<file path="src/rtl/spi_cmd_pkg.sv">
package spi_cmd_pkg;

  localparam int NUM_CH   = 3;
  localparam int BRD_W    = 4;
  localparam int WORD_W   = 16;
  localparam int MADDR_W  = 16;

  localparam logic [BRD_W-1:0] BCAST_ID = 4'hF;

  localparam logic [1:0] RA_CFG = 2'd0;
  localparam logic [1:0] RA_CRC = 2'd1;
  localparam logic [1:0] RA_FRM = 2'd2;

  localparam int CB_RST   = 0;
  localparam int CB_CLK2X = 1;
  localparam int CB_EN    = 2;
  localparam int CB_TRIG  = 3;
  localparam int CB_AUX   = 4;
  localparam int CB_MASK  = 5;

  typedef struct packed {
    logic             wr;
    logic [BRD_W-1:0] brd;
    logic             mem;
    logic [1:0]       sel;
  } cmd_t;

  typedef enum logic [2:0] {
    ST_CMD,
    ST_REG_WR,
    ST_REG_RD,
    ST_ADR_LO,
    ST_ADR_HI,
    ST_DAT_HI,
    ST_DAT_LO,
    ST_SKIP
  } eng_state_t;

endpackage

</file>
<file path="src/rtl/spi_cmd_sync.sv">
module spi_cmd_sync #(
  parameter int STAGES = 2
) (
  input  logic clk,
  input  logic rst_n,
  input  logic csn_raw,
  input  logic sclk_raw,
  input  logic mosi_raw,
  output logic cs_act,
  output logic sclk_rise,
  output logic sclk_fall,
  output logic mosi_s
);

  localparam int LAST = STAGES - 1;

  logic [LAST:0] csn_p, sclk_p, mosi_p;
  logic [LAST:0] csn_pn, sclk_pn, mosi_pn;
  logic          sclk_d;

  // each chain shifts the raw input in at bit 0
  always_comb begin
    csn_pn  = {csn_p[LAST-1:0],  csn_raw};
    sclk_pn = {sclk_p[LAST-1:0], sclk_raw};
    mosi_pn = {mosi_p[LAST-1:0], mosi_raw};
  end

  always_ff @(posedge clk or negedge rst_n) begin
    if (!rst_n) begin
      csn_p  <= '1;
      sclk_p <= '0;
      mosi_p <= '0;
      sclk_d <= 1'b0;
    end else begin
      csn_p  <= csn_pn;
      sclk_p <= sclk_pn;
      mosi_p <= mosi_pn;
      sclk_d <= sclk_p[LAST];
    end
  end

  assign cs_act    = ~csn_p[LAST];
  assign sclk_rise =  sclk_p[LAST] & ~sclk_d;
  assign sclk_fall = ~sclk_p[LAST] &  sclk_d;
  assign mosi_s    =  mosi_p[LAST];

endmodule

</file>
<file path="src/rtl/spi_cmd_shifter.sv">
module spi_cmd_shifter (
  input  logic       clk,
  input  logic       rst_n,
  input  logic       cs_act,
  input  logic       sclk_rise,
  input  logic       sclk_fall,
  input  logic       mosi_s,
  input  logic       tx_load,
  input  logic [7:0] tx_byte,
  output logic       rx_valid,
  output logic [7:0] rx_byte,
  output logic       miso
);

  logic [2:0] bit_q,  bit_n;
  logic [7:0] rxsr_q, rxsr_n;
  logic [7:0] txsr_q, txsr_n;
  logic [7:0] rxb_q,  rxb_n;
  logic       vld_q,  vld_n;
  logic       miso_q, miso_n;
  logic [7:0] rx_shift;

  assign rx_shift = {rxsr_q[6:0], mosi_s};

  always_comb begin
    bit_n  = bit_q;
    rxsr_n = rxsr_q;
    txsr_n = txsr_q;
    rxb_n  = rxb_q;
    vld_n  = 1'b0;
    miso_n = miso_q;
    if (!cs_act) begin
      bit_n  = '0;
      txsr_n = '0;
      miso_n = 1'b0;
    end else begin
      if (sclk_rise) begin
        rxsr_n = rx_shift;
        bit_n  = bit_q + 3'd1;
        if (bit_q == 3'd7) begin
          vld_n = 1'b1;
          rxb_n = rx_shift;
        end
      end
      if (tx_load) begin
        txsr_n = tx_byte;
      end else if (sclk_fall) begin
        miso_n = txsr_q[7];
        txsr_n = {txsr_q[6:0], 1'b0};
      end
    end
  end

  always_ff @(posedge clk or negedge rst_n) begin
    if (!rst_n) begin
      bit_q  <= '0;
      rxsr_q <= '0;
      txsr_q <= '0;
      rxb_q  <= '0;
      vld_q  <= 1'b0;
      miso_q <= 1'b0;
    end else begin
      bit_q  <= bit_n;
      rxsr_q <= rxsr_n;
      txsr_q <= txsr_n;
      rxb_q  <= rxb_n;
      vld_q  <= vld_n;
      miso_q <= miso_n;
    end
  end

  assign rx_valid = vld_q;
  assign rx_byte  = rxb_q;
  assign miso     = miso_q;

endmodule

</file>
<file path="src/rtl/spi_cmd_engine.sv">
module spi_cmd_engine
  import spi_cmd_pkg::*;
(
  input  logic                 clk,
  input  logic                 rst_n,
  input  logic                 cs_act,
  input  logic                 rx_valid,
  input  logic [7:0]           rx_byte,
  input  logic [BRD_W-1:0]     board_id,
  output logic                 tx_load,
  output logic [7:0]           tx_byte,
  output logic                 miso_oe,
  output logic [7:0]           cfg,
  output logic [7:0]           frm,
  output logic [7:0]           crc,
  output logic [NUM_CH-1:0]    mem_we,
  output logic [MADDR_W-1:0]   mem_addr,
  output logic [WORD_W-1:0]    mem_wdata
);

  eng_state_t         st_q, st_n;
  logic [7:0]         adlo_q, adlo_n;
  logic [MADDR_W-1:0] ptr_q, ptr_n;
  logic [7:0]         hi_q, hi_n;
  logic [1:0]         sel_q, sel_n;
  logic [7:0]         cfg_q, cfg_n, frm_q, frm_n, crc_q, crc_n;
  logic [NUM_CH-1:0]  we_q, we_n;
  logic [MADDR_W-1:0] wa_q, wa_n;
  logic [WORD_W-1:0]  wd_q, wd_n;
  logic               ld_q, ld_n;
  logic [7:0]         txb_q, txb_n;
  logic               oe_q, oe_n;

  cmd_t cmd;
  logic hit;
  logic [7:0] rd_val;

  assign cmd = cmd_t'(rx_byte);
  assign hit = (cmd.brd == board_id) || (cmd.brd == BCAST_ID);

  always_comb begin
    unique case (cmd.sel)
      RA_CFG:  rd_val = cfg_q;
      RA_CRC:  rd_val = crc_q;
      RA_FRM:  rd_val = frm_q;
      default: rd_val = 8'h00;
    endcase
  end

  always_comb begin
    st_n   = st_q;
    adlo_n = adlo_q;
    ptr_n  = ptr_q;
    hi_n   = hi_q;
    sel_n  = sel_q;
    cfg_n  = cfg_q;
    cfg_n[CB_RST] = 1'b0;
    frm_n  = frm_q;
    crc_n  = crc_q;
    we_n   = '0;
    wa_n   = wa_q;
    wd_n   = wd_q;
    ld_n   = 1'b0;
    txb_n  = txb_q;
    oe_n   = oe_q;
    if (!cs_act) begin
      st_n = ST_CMD;
      oe_n = 1'b0;
    end else if (rx_valid) begin
      unique case (st_q)
        ST_CMD: begin
          sel_n = cmd.sel;
          if (!hit) begin
            st_n = ST_SKIP;
          end else if (cmd.mem) begin
            st_n = cmd.wr ? ST_ADR_LO : ST_SKIP;
          end else if (cmd.wr) begin
            st_n = ST_REG_WR;
          end else begin
            st_n  = ST_REG_RD;
            ld_n  = 1'b1;
            txb_n = rd_val;
            oe_n  = 1'b1;
          end
        end
        ST_REG_WR: begin
          st_n = ST_SKIP;
          unique case (sel_q)
            RA_CFG:  cfg_n = rx_byte;
            RA_CRC:  crc_n = rx_byte;
            RA_FRM:  frm_n = rx_byte;
            default: ;
          endcase
        end
        ST_ADR_LO: begin
          adlo_n = rx_byte;
          st_n   = ST_ADR_HI;
        end
        ST_ADR_HI: begin
          ptr_n = {rx_byte, adlo_q};
          st_n  = ST_DAT_HI;
        end
        ST_DAT_HI: begin
          hi_n = rx_byte;
          st_n = ST_DAT_LO;
        end
        ST_DAT_LO: begin
          for (int c = 0; c < NUM_CH; c++) begin
            if (sel_q == c[1:0]) we_n[c] = 1'b1;
          end
          wa_n  = ptr_q;
          wd_n  = {hi_q, rx_byte};
          ptr_n = ptr_q + 1'b1;
          st_n  = ST_DAT_HI;
        end
        default: ;
      endcase
    end
  end

  always_ff @(posedge clk or negedge rst_n) begin
    if (!rst_n) begin
      st_q   <= ST_CMD;
      adlo_q <= '0;
      ptr_q  <= '0;
      hi_q   <= '0;
      sel_q  <= '0;
      cfg_q  <= '0;
      frm_q  <= '0;
      crc_q  <= '0;
      we_q   <= '0;
      wa_q   <= '0;
      wd_q   <= '0;
      ld_q   <= 1'b0;
      txb_q  <= '0;
      oe_q   <= 1'b0;
    end else begin
      st_q   <= st_n;
      adlo_q <= adlo_n;
      ptr_q  <= ptr_n;
      hi_q   <= hi_n;
      sel_q  <= sel_n;
      cfg_q  <= cfg_n;
      frm_q  <= frm_n;
      crc_q  <= crc_n;
      we_q   <= we_n;
      wa_q   <= wa_n;
      wd_q   <= wd_n;
      ld_q   <= ld_n;
      txb_q  <= txb_n;
      oe_q   <= oe_n;
    end
  end

  assign tx_load   = ld_q;
  assign tx_byte   = txb_q;
  assign miso_oe   = oe_q;
  assign cfg       = cfg_q;
  assign frm       = frm_q;
  assign crc       = crc_q;
  assign mem_we    = we_q;
  assign mem_addr  = wa_q;
  assign mem_wdata = wd_q;

endmodule

</file>
<file path="src/rtl/spi_cmd_decoder.sv">
module spi_cmd_decoder
  import spi_cmd_pkg::*;
#(
  parameter int SYNC_STAGES = 2
) (
  input  logic                 clk,
  input  logic                 rst_n,
  input  logic [BRD_W-1:0]     board_id,
  input  logic                 spi_csn,
  input  logic                 spi_sclk,
  input  logic                 spi_mosi,
  output logic                 spi_miso,
  output logic                 spi_miso_oe,
  input  logic                 ext_trig,
  input  logic [NUM_CH-1:0]    chan_active,
  output logic                 cfg_reset,
  output logic                 cfg_clk2x,
  output logic                 cfg_enable,
  output logic                 trig_out,
  output logic                 aux_out,
  output logic [7:0]           frame_sel,
  output logic [7:0]           crc_value,
  output logic [NUM_CH-1:0]    mem_we,
  output logic [MADDR_W-1:0]   mem_addr,
  output logic [WORD_W-1:0]    mem_wdata
);

  logic       cs_act, sclk_rise, sclk_fall, mosi_s;
  logic       rx_valid, tx_load, miso_bit;
  logic [7:0] rx_byte, tx_byte, cfg;
  logic [NUM_CH-1:0] act_masked;

  spi_cmd_sync #(.STAGES(SYNC_STAGES)) u_sync (
    .clk       (clk),
    .rst_n     (rst_n),
    .csn_raw   (spi_csn),
    .sclk_raw  (spi_sclk),
    .mosi_raw  (spi_mosi),
    .cs_act    (cs_act),
    .sclk_rise (sclk_rise),
    .sclk_fall (sclk_fall),
    .mosi_s    (mosi_s)
  );

  spi_cmd_shifter u_shift (
    .clk       (clk),
    .rst_n     (rst_n),
    .cs_act    (cs_act),
    .sclk_rise (sclk_rise),
    .sclk_fall (sclk_fall),
    .mosi_s    (mosi_s),
    .tx_load   (tx_load),
    .tx_byte   (tx_byte),
    .rx_valid  (rx_valid),
    .rx_byte   (rx_byte),
    .miso      (miso_bit)
  );

  spi_cmd_engine u_eng (
    .clk       (clk),
    .rst_n     (rst_n),
    .cs_act    (cs_act),
    .rx_valid  (rx_valid),
    .rx_byte   (rx_byte),
    .board_id  (board_id),
    .tx_load   (tx_load),
    .tx_byte   (tx_byte),
    .miso_oe   (spi_miso_oe),
    .cfg       (cfg),
    .frm       (frame_sel),
    .crc       (crc_value),
    .mem_we    (mem_we),
    .mem_addr  (mem_addr),
    .mem_wdata (mem_wdata)
  );

  // per-channel masking of activity flags for the auxiliary pin
  for (genvar c = 0; c < NUM_CH; c++) begin : g_mask
    assign act_masked[c] = chan_active[c] & cfg[CB_MASK + c];
  end

  assign spi_miso   = miso_bit;
  assign cfg_reset  = cfg[CB_RST];
  assign cfg_clk2x  = cfg[CB_CLK2X];
  assign cfg_enable = cfg[CB_EN];
  assign trig_out   = cfg[CB_TRIG] | ext_trig;
  assign aux_out    = cfg[CB_AUX] ? miso_bit : |act_masked;

endmodule

</file>
<file path="config.mk">
export PLATFORM = sky130hd
export DESIGN_NAME = spi_cmd_decoder
export DESIGN_NICKNAME = d
export VERILOG_FILES = /design/src/rtl/spi_cmd_pkg.sv /design/src/rtl/spi_cmd_sync.sv /design/src/rtl/spi_cmd_shifter.sv /design/src/rtl/spi_cmd_engine.sv /design/src/rtl/spi_cmd_decoder.sv
export SDC_FILE = /design/constraint.sdc
export NUM_CORES = 1
export LEC_CHECK = 0
export BUFFER_PORTS_ARGS = -buffer_cell sky130_fd_sc_hd__buf_2
export CELL_PAD_IN_SITES_DETAIL_PLACEMENT = 1
export CELL_PAD_IN_SITES_GLOBAL_PLACEMENT = 1
export CORE_MARGIN = 2
export CORE_UTILIZATION = 40
export DETAILED_ROUTE_END_ITERATION = 10
export GPL_ROUTABILITY_DRIVEN = 0
export PLACE_DENSITY_LB_ADDON = 0.1
export SKIP_LAST_GASP = 1
export SYNTH_ARGS = -nofsm -noshare
export SYNTH_HDL_FRONTEND = slang
export SYNTH_SLANG_ARGS = --single-unit
export TNS_END_PERCENT = 5
</file>
<file path="constraint.sdc">
create_clock -name clk -period 2 [get_ports clk]
set_input_delay 0 -clock clk [delete_from_list [all_inputs] [get_ports clk]]
set_output_delay 0 -clock clk [all_outputs]
set_load 0.01 [all_outputs]
</file>
==> results.md, run 1 <==
- Walking the worst path, the cells encountered are xor2_2 > o41ai_4 > and3b_1 > buf_12 > mux2_4.
- The largest net degree at the start of global routing is 50.
- Setup repair after global routing left no endpoint under its margin.
- The path type of the worst setup path is flip-flop to flip-flop.
- Synthesis produced a netlist whose cell count is about 490.
- Counting cells, the worst reg-to-reg path comes to 5.
- The first global-routing pass estimated around 25 mm of wire.
- Once layout is done, the placed cells without fillers occupy around 7500 um2.
- The maximum frequency from static timing analysis is about 530 MHz.
- The post-route clock skew is approximately 0.0062 ns.
- The total die area is around 16,000 um2.
- The power per unit of standard cell area is 843 nW/um2.
- The post-synthesis cell area is just over 6000 um2.
- The count of nets left with antenna violations after detail routing is 0.
- Summed over all layers, the global routing overflow is 0.
- The setup check on the worst reg-to-reg path leaves a slack of 0.13 ns.
- The die is 128 um tall.
- In this run the deepest clock path goes through 2 buffers.
- The DRC violation total after the first TritonRoute iteration is approximately 170.
- Fill cells in the final layout number 1,588.
- The net count of the finished layout is about 590.
- The instance area after placement is approximately 6800 um2.
- The number of antenna violations at the first check in global routing was 0.
- The total track usage is 19.8%.
- The synthesized area per cell is about 12 um2.
- Per report_power, the sequential group accounts for 47.1% of the total.
- The number of different library cells in the post-synthesis netlist is between 50 and 60.
- In this run switching power makes up a little over a fifth of total power.
- The worst register-to-register path begins at u_shift.rx_byte[3]$_DFFE_PN0P_.
- The post-synthesis to final-layout area growth is 21.5%.
- The max-capacitance violation count is 0.
- The final hold violation count is 0.
- In this run the critical register-to-register path is captured at u_eng.tx_byte[5]$_DFFE_PN0P_.
- STA puts the critical path data arrival time at 2.17 ns.
- The proportion of layout cells with a drive suffix above 1 is 40.2%.
- The cell family contributing the most delay on the critical path is compound AO/OA/AOI/OAI gates.
- After synthesis, the cell types taking the most area are sky130_fd_sc_hd__dfrtp_1 (57%), sky130_fd_sc_hd__mux2_2 (16%), sky130_fd_sc_hd__a21oi_1 (2.3%).
- Sorting the synthesized cells by how often they occur yields sky130_fd_sc_hd__dfrtp_1 (139), sky130_fd_sc_hd__mux2_2 (90), sky130_fd_sc_hd__nand2_1 (36).
- The count of pins on the block boundary is just over 70.
- Together, buffers and inverters on the worst path number 1.
- Yosys printed 0 warnings.
- The area fraction of the dominant cell type after synthesis is 56.5%.
- The final-report max-slew violation count is 0.
- The slew at the pin closest to its max-slew limit is around 0.48 ns.
- After routing, the total negative slack on setup checks comes to 0 ns.
- After detailed routing, the number of vias per cell comes to around 5.4.
- The total vias in the final route is ~4,200.
- In this run the power spent charging and discharging nets is 1330 uW.
- The headroom to the max-slew limit is 67.7%.
- Along the worst path, the maximum fanout reaches 10.
- The synthesized design spends more area on one cell type than any other, namely sky130_fd_sc_hd__dfrtp_1.
- The initial utilization of the core area, before any placement, comes to between 40% and 50%.
- The count of buffers inserted at the top-level ports is 70.
- After detailed routing, the average wire length per cell comes to just under 20 um.
- The clock edge transition at the registers on the reported setup and hold paths is 0.06 ns.
- TritonCTS built the clock tree.
- The number of enable flip-flop cells after synthesis is 0.
- The worst setup path is captured at a flip-flop.
- The fraction of synthesis flops using an asynchronous set or reset pin is 100%.
- After detailed routing, the number of remaining DRC violations is 0.
- In the synthesized netlist the dominant register cell turns out to be sky130_fd_sc_hd__dfrtp_1.
- The sequential fraction of the synthesis area is ~57%.
- In this run, the clock network consumes between 50% and 60% of the power.
- CTS built an H-tree with a depth of 4.
- The area of the placeable core is about 15,000 um2.
- The worst hold path class is input pin to asynchronous set/reset pin.
- The number of register bits inferred by synthesis is approximately 140.
- The smallest clock period supported by the final layout is computed as about 1.9 ns.
- The worst voltage drop across the vdd grid is between 0.5 and 0.6 mV.
- After detailed routing, the total wire length is ~15 mm.
- The analysis attributes to cell leakage a power of 0.00373 uW.
- The first detailed-routing pass took 4 iterations.
- The required time reported for the critical path endpoint is around 2.3 ns.
- The cell with the largest stage delay on the worst path is sky130_fd_sc_hd__o41ai_4.
- The number of nets handed over by synthesis was 509.
- The worst stage delay on the critical path is roughly 0.42 ns.
- The clock latency of the later-clocked register in the worst-skew pair is about 0.42 ns.
- Combinational cells account for 2.8% of the total power.
- Clock tree synthesis selected as its root buffer the cell sky130_fd_sc_hd__clkbuf_16.
- STA classifies the critical path startpoint as a flip-flop.
- The die extent in x is approximately 130 um.
- The number of global-route vias before repair is around 4,500.
- The number of buffers added by the clock tree synthesis step is 17.
- Yosys instantiated no cell more often than sky130_fd_sc_hd__dfrtp_1.
- The internal portion of the total power is ~5000 uW.
- The part of the cycle the worst path needs is around 94%.
- CTS saw approximately 140 sinks.
- Summed over all nets, the half-perimeter wirelength after detailed placement is 10.4 mm.
- The number of rows in the core area is 45.
- The final setup violation count is 0.
- The run finished with clean final reports.
- The final antenna diode count is 0.
[logic make-up (layout without fill, tap and decap cells)]
| logic type | Yosys count | in the layout | share of synthesized area (%) |
|---|---|---|---|
| AO/OA/AOI/OAI | 79 | 79 | 7.87 |
| XOR/XNOR | 5 | 5 | 0.834 |
| adder cells (fa/ha/maj) | 3 | 3 | 0.610 |
| buffers and inverters | 45 | 141 | 3.33 |
| flip-flops | 141 | 141 | 57.4 |
| multiplexers | 111 | 111 | 20.5 |
| AND/OR/NAND/NOR | 109 | 109 | 9.43 |
[metrics by stage]
step           power [uW]  std cells  utilization [%]  hold slack (ns)  setup slack (ns)
3_3_place_gp         3190        741             45.3          -0.0241             0.123
3_5_place_dp         3200        741             45.3          -0.0172            0.0641
5_1_grt              6540        777             49.5            0.129            0.0229
6_report             6310        777             49.5           0.0929             0.129
2_1_floorplan        3080        493                -           -0.296             0.155
4_1_cts              6390        777             49.5            0.113            0.0485
[worst max path at each step]
stage                     cells after the start                      endpoint                           start
after global placement                        5  u_eng.tx_byte[5]$_DFFE_PN0P_  u_shift.rx_byte[3]$_DFFE_PN0P_
final                                         5  u_eng.tx_byte[5]$_DFFE_PN0P_  u_shift.rx_byte[3]$_DFFE_PN0P_
after detailed placement                      5  u_eng.tx_byte[5]$_DFFE_PN0P_  u_shift.rx_byte[3]$_DFFE_PN0P_
after floorplan                               6  u_eng.tx_byte[0]$_DFFE_PN0P_  u_shift.rx_byte[6]$_DFFE_PN0P_
after global routing                          4   u_eng.ptr_q[13]$_DFFE_PN0P_      u_eng.ptr_q[2]$_DFFE_PN0P_
after CTS                                     5  u_eng.tx_byte[5]$_DFFE_PN0P_  u_shift.rx_byte[3]$_DFFE_PN0P_
[metal layers]
layer	vias to the layer above	wire [um]	GRT usage (%)
li1	1928	-	-
met1	2180	7220	27.5
met2	64	7170	31.6
met3	16	459	4.05
met4	0	177	6.21
met5	-	0	0
[placed cells by master, fill, tap and decap left out, drive strengths merged, types with 5 or more instances in the layout]
cell,n
a21oi,28
and3,6
buf,96
clkbuf,19
clkinv,11
dfrtp,139
inv,8
mux2,98
mux2i,13
nand2,36
nand3,8
nand4,8
nor2,18
nor3b,7
o21ai,21
o22ai,9
xor2,5
[power by group through the flow]
stage	Clock [uW]	Sequential [uW]	Combinational (uW)
finish	3160	2970	178
global route	3360	2980	202
CTS	3230	2970	184
detailed placement	0	3020	177
global placement	0	3020	170
floorplan	0	3000	80.2
[layout make-up]
class | count | area (um2) | area share, %
well taps | 188 | 235 | 3.15
flip-flops and latches | 141 | 3530 | 47.2
clock inverters | 13 | 148 | 1.97
clock buffers | 19 | 443 | 5.92
multi-input cells | 307 | 2440 | 32.7
repair buffers | 100 | 642 | 8.59
inverters | 9 | 33.8 | 0.452
[sequential cells by signal, summed over array words and instances, names as in the netlist, 2 cells and up]
| signal | cells |
|---|---|
| u_eng.mem_addr | 16 |
| u_eng.mem_wdata | 16 |
| u_eng.ptr_q | 16 |
| u_eng.adlo_q | 8 |
| u_eng.cfg | 8 |
| u_eng.crc | 8 |
| u_eng.frm | 8 |
| u_eng.hi_q | 8 |
| u_eng.tx_byte | 8 |
| u_shift.rx_byte | 8 |
| u_shift.txsr_q | 8 |
| u_shift.rxsr_q | 7 |
| u_eng.mem_we | 3 |
| u_eng.st_q | 3 |
| u_shift.bit_q | 3 |
| u_eng.sel_q | 2 |
| u_sync.csn_p | 2 |
| u_sync.mosi_p | 2 |
| u_sync.sclk_p | 2 |
[what timing repair did]
action                                  4_1_cts  5_1_grt
gates resized for setup                       0        1
hold endpoints to repair                    106        0
hold buffers                                  4        0
setup buffers                                 0        0
endpoints found under the setup margin        0        8
(Power assumes the default switching activity.)
==> run 2: changes to the inputs <==
--- a/config.mk
+++ b/config.mk
@@ -10,6 +10,7 @@
 export CELL_PAD_IN_SITES_GLOBAL_PLACEMENT = 1
 export CORE_MARGIN = 2
 export CORE_UTILIZATION = 40
+export CTS_CLUSTER_SIZE = 10
 export DETAILED_ROUTE_END_ITERATION = 10
 export GPL_ROUTABILITY_DRIVEN = 0
 export PLACE_DENSITY_LB_ADDON = 0.1
==> constraint.sdc (replaced) <==
create_clock -name clk -period 1.7 [get_ports clk]
set_input_delay 0 -clock clk [delete_from_list [all_inputs] [get_ports clk]]
set_output_delay 0 -clock clk [all_outputs]
set_load 0.01 [all_outputs]
==> results.md, run 2 (synthesized netlist as in run 1, its figures left out) <==
- The flow ran to the end, but the final reports show violations.
- The checks that failed: setup timing.
- The final hold violation count is 0 (unchanged).
- In the layout the commonest cells are sky130_fd_sc_hd__dfrtp_1 (139), sky130_fd_sc_hd__mux2_2 (90), sky130_fd_sc_hd__buf_2 (69).
- The layout filler cell count was 1,583 (-0.31%).
- The DRC violation total after the first TritonRoute iteration is 161 (-3.0%).
- The capturing element type of the critical path is a flip-flop.
- The sequential group share of total power came to 45.0% (-2.1 points).
- The power per unit of standard cell area is 1000 nW/um2 (+19%).
- The arrival time of data at the critical path endpoint came to 2.10 ns (-0.07 ns).
- The number of cells on the worst reg-to-reg path is 5 (unchanged).
- The part of the cycle the worst path needs came to 106% (+12 points).
- The count of nets left with antenna violations after detail routing was 0 (unchanged).
- The number of sinks driven by the clock tree is 141 (unchanged).
- Leaving out fill and tap cells, the most frequent cell in the layout is sky130_fd_sc_hd__dfrtp_1.
- The global-route wire length before repair is 25.8 mm (+4.6%).
- The detailed-route wire length per cell was 19.3 um (-0.31%).
- The slew at the pin closest to its max-slew limit is 0.478 ns (-0.00237 ns).
- For this design, the slowest cell found on the critical path is sky130_fd_sc_hd__dfrtp_1.
- The final global-route overflow total came to 0 (unchanged).
- The final-report max-slew violation count is 0 (unchanged).
- The worst-path maximum fanout is 10 (unchanged).
- The post-synthesis to final-layout area growth is 26.1%.
- The type of origin of the critical path is a flip-flop.
- The total vias in the final route is 4,311 (+2.9%).
- The die span in y is 128 um (unchanged).
- The area of combinational cells with multiple inputs is 2450 um2 (+0.31%).
- The total die area is 16,400 um2 (unchanged).
- The initial standard-cell utilization of the core was 40.8% (unchanged).
- The clock tree from TritonCTS is built.
- The final-stage net count is 618 (+4.4%).
- The required time reported for the critical path endpoint came to 2.00 ns (-0.30 ns).
- Setup repair after global routing could not meet its margin everywhere.
- The number of rows in the core area is 45 (unchanged).
- The number of iterations in the first detailed-routing pass is 5 (+1).
- The largest buffer count on any clock path is 2 (unchanged).
- The post-detailed-route via-to-cell ratio is 5.37 (-0.40%).
- The minimum period implied by the final worst setup slack is 1.80 ns (-0.0715 ns).
- The maximum frequency from static timing analysis is 556 MHz (+4.0%).
- The worst voltage drop across the vdd grid is 0.610 mV (+13%).
- The headroom to the max-slew limit was 68.1% (+0.45 points).
- The number of remaining DRC errors was 0 (unchanged).
- The launching point of the worst reg2reg path is u_shift.rx_byte[3]$_DFFE_PN0P_.
- The final sum of negative setup slack was -0.955 ns (-0.955 ns).
- The number of antenna violations at the first check in global routing came to 0 (unchanged).
- The final antenna diode count is 0 (unchanged).
- The instance area after placement is 7050 um2 (+3.2%).
- The cell-internal power came to 6140 uW (+23%).
- The worst stage delay on the critical path is 0.40 ns (-0.02 ns).
- The power after layout came to 7770 uW (+23%).
- The count of pins on the block boundary is 71 (unchanged).
- The clock edge transition at the registers on the reported setup and hold paths is 0.06 ns (about the same).
- The fraction of power spent switching nets is 21.0% (-0.069 points).
- The number of global-route vias before repair was 4,658 (+4.5%).
- Walking the worst path, the cells encountered are xor2_2 > o41ai_4 > and3b_2 > buf_12 > mux2_4.
- The path type of the worst setup path is flip-flop to flip-flop.
- The part of the total power dissipated in the clock network is 52.2% (+2.1 points).
- The switching power of the nets is 1630 uW (+23%).
- The number of H-tree levels came to 4 (unchanged).
- The max-capacitance violation count is 0 (unchanged).
- The HPWL after detailed placement came to 10.8 mm (+4.0%).
- The number of buffers added by the clock tree synthesis step is 17 (unchanged).
- The proportion of layout cells with a drive suffix above 1 is 43.3% (+3.0 points).
- The logic gate share of total power is 2.8% (about the same).
- The post-layout instance area came to 7760 um2 (+3.8%).
- The count of buffers inserted at the top-level ports is 70 (unchanged).
- The die extent in x is 128 um (unchanged).
- The worst reg-to-reg setup slack is -0.1 ns (-0.23 ns).
- The largest net degree at the start of global routing came to 51 (+2.0%).
- The area of the placeable core was 15,100 um2 (unchanged).
- The worst hold-check slack is 0.101 ns (+0.00854 ns).
- The total wirelength of the detailed-routed design is 15.5 mm (+3.0%).
- The clock latency of the later-clocked register in the worst-skew pair is 0.42 ns (about the same).
- The post-layout worst setup margin is -0.0993 ns (-0.228 ns).
- The final setup violation count is 17 (+17).
- The end-of-flow core utilization came to 51.4% (+1.9 points).
- The static leakage is 0.00389 uW (+4.3%).
- The post-route clock skew is 0.00692 ns (+0.000718 ns).
- The total track usage is 20.7% (+0.84 points).
- The number of post-CTS setup repair buffers came to 0 (unchanged).
- The cell sitting at the root of the clock tree is a sky130_fd_sc_hd__clkbuf_16.
- The worst hold path class is input pin to asynchronous set/reset pin.
- The reg-to-reg endpoint is u_eng.tx_byte[4]$_DFFE_PN0P_.
- The combined flip-flop and latch cell area is 3530 um2 (unchanged).
==> run 2: cell count changes in the layout (fill, tap and decap cells not counted), sizes merged <==
cell / before / now
inv: 8 / 9
clkbuf: 19 / 17
buf: 96 / 122
bufinv: 3 / 5
clkinvlp: 0 / 2
clkinv: 11 / 8
==> run 2: area by class of cell <==
| type | count | area share, % |
|---|---|---|
| inverters | 9 | 0.435 |
| multi-input cells | 307 | 31.6 |
| flip-flops and latches | 141 | 45.5 |
| clock inverters | 15 | 2.84 |
| repair buffers | 126 | 11.1 |
| clock buffers | 17 | 5.48 |
| well taps | 188 | 3.03 |
==> run 2: what timing repair did <==
action / CTS / global route
setup endpoints to repair: 21 / 66
hold endpoints to repair: 144 / 0
hold buffers: 4 / 0
gates resized for setup: 1 / 2
pin swaps: 2 / 1
==> run 2: how the worst max path moves through the flow <==
| stage | start | endpoint | slack (ns) | cells after the start |
|---|---|---|---|---|
| 6_report | u_shift.rx_byte[3]$_DFFE_PN0P_ | u_eng.tx_byte[4]$_DFFE_PN0P_ | -0.1 | 5 |
| 5_1_grt | u_shift.rx_byte[3]$_DFFE_PN0P_ | u_eng.tx_byte[4]$_DFFE_PN0P_ | -0.17 | 5 |
| 4_1_cts | u_shift.rx_byte[4]$_DFFE_PN0P_ | u_eng.tx_byte[4]$_DFFE_PN0P_ | -0.12 | 5 |
| 2_1_floorplan | u_shift.rx_byte[4]$_DFFE_PN0P_ | u_eng.tx_byte[0]$_DFFE_PN0P_ | -0.13 | 6 |
| 3_3_place_gp | u_shift.rx_byte[4]$_DFFE_PN0P_ | u_eng.tx_byte[4]$_DFFE_PN0P_ | -0.07 | 5 |
| 3_5_place_dp | u_shift.rx_byte[3]$_DFFE_PN0P_ | u_eng.tx_byte[4]$_DFFE_PN0P_ | -0.13 | 5 |
==> run 2: power groups by stage <==
stage	registers, uW	clock network [uW]	logic (uW)
final	3500	4050	218
after global routing	3510	4280	248
after CTS	3500	4130	226
after detailed placement	3560	0	217
after global placement	3550	0	210
after floorplan	3530	0	94.6
==> run 2: critical path: cells and delay by family, from the launching register on <==
| kind | cells | cell delay (ns) |
|---|---|---|
| AOI/OAI and AO/OA | 1 | 0.40 |
| muxes | 1 | 0.30 |
| DFF | 1 | 0.40 |
| buffers and inverters | 1 | 0.14 |
| and+or+nand+nor | 1 | 0.26 |
| xor gates and xnor gates | 1 | 0.17 |
==> run 2: layer usage <==
metal / up-vias / part of all wire, % / GRT usage (%)
met5: - / 0 / 0
met4: 0 / 1.4 / 6.53
met3: 16 / 2.8 / 3.84
met2: 61 / 48 / 33.3
met1: 2251 / 48 / 28.6
li1: 1983 / - / -
==> run 2: through the flow <==
step,setup WS (ns),std cells
after floorplan,-0.133,493
after global placement,-0.0662,767
after detailed placement,-0.131,767
after CTS,-0.125,803
after global routing,-0.165,803
final,-0.0993,803
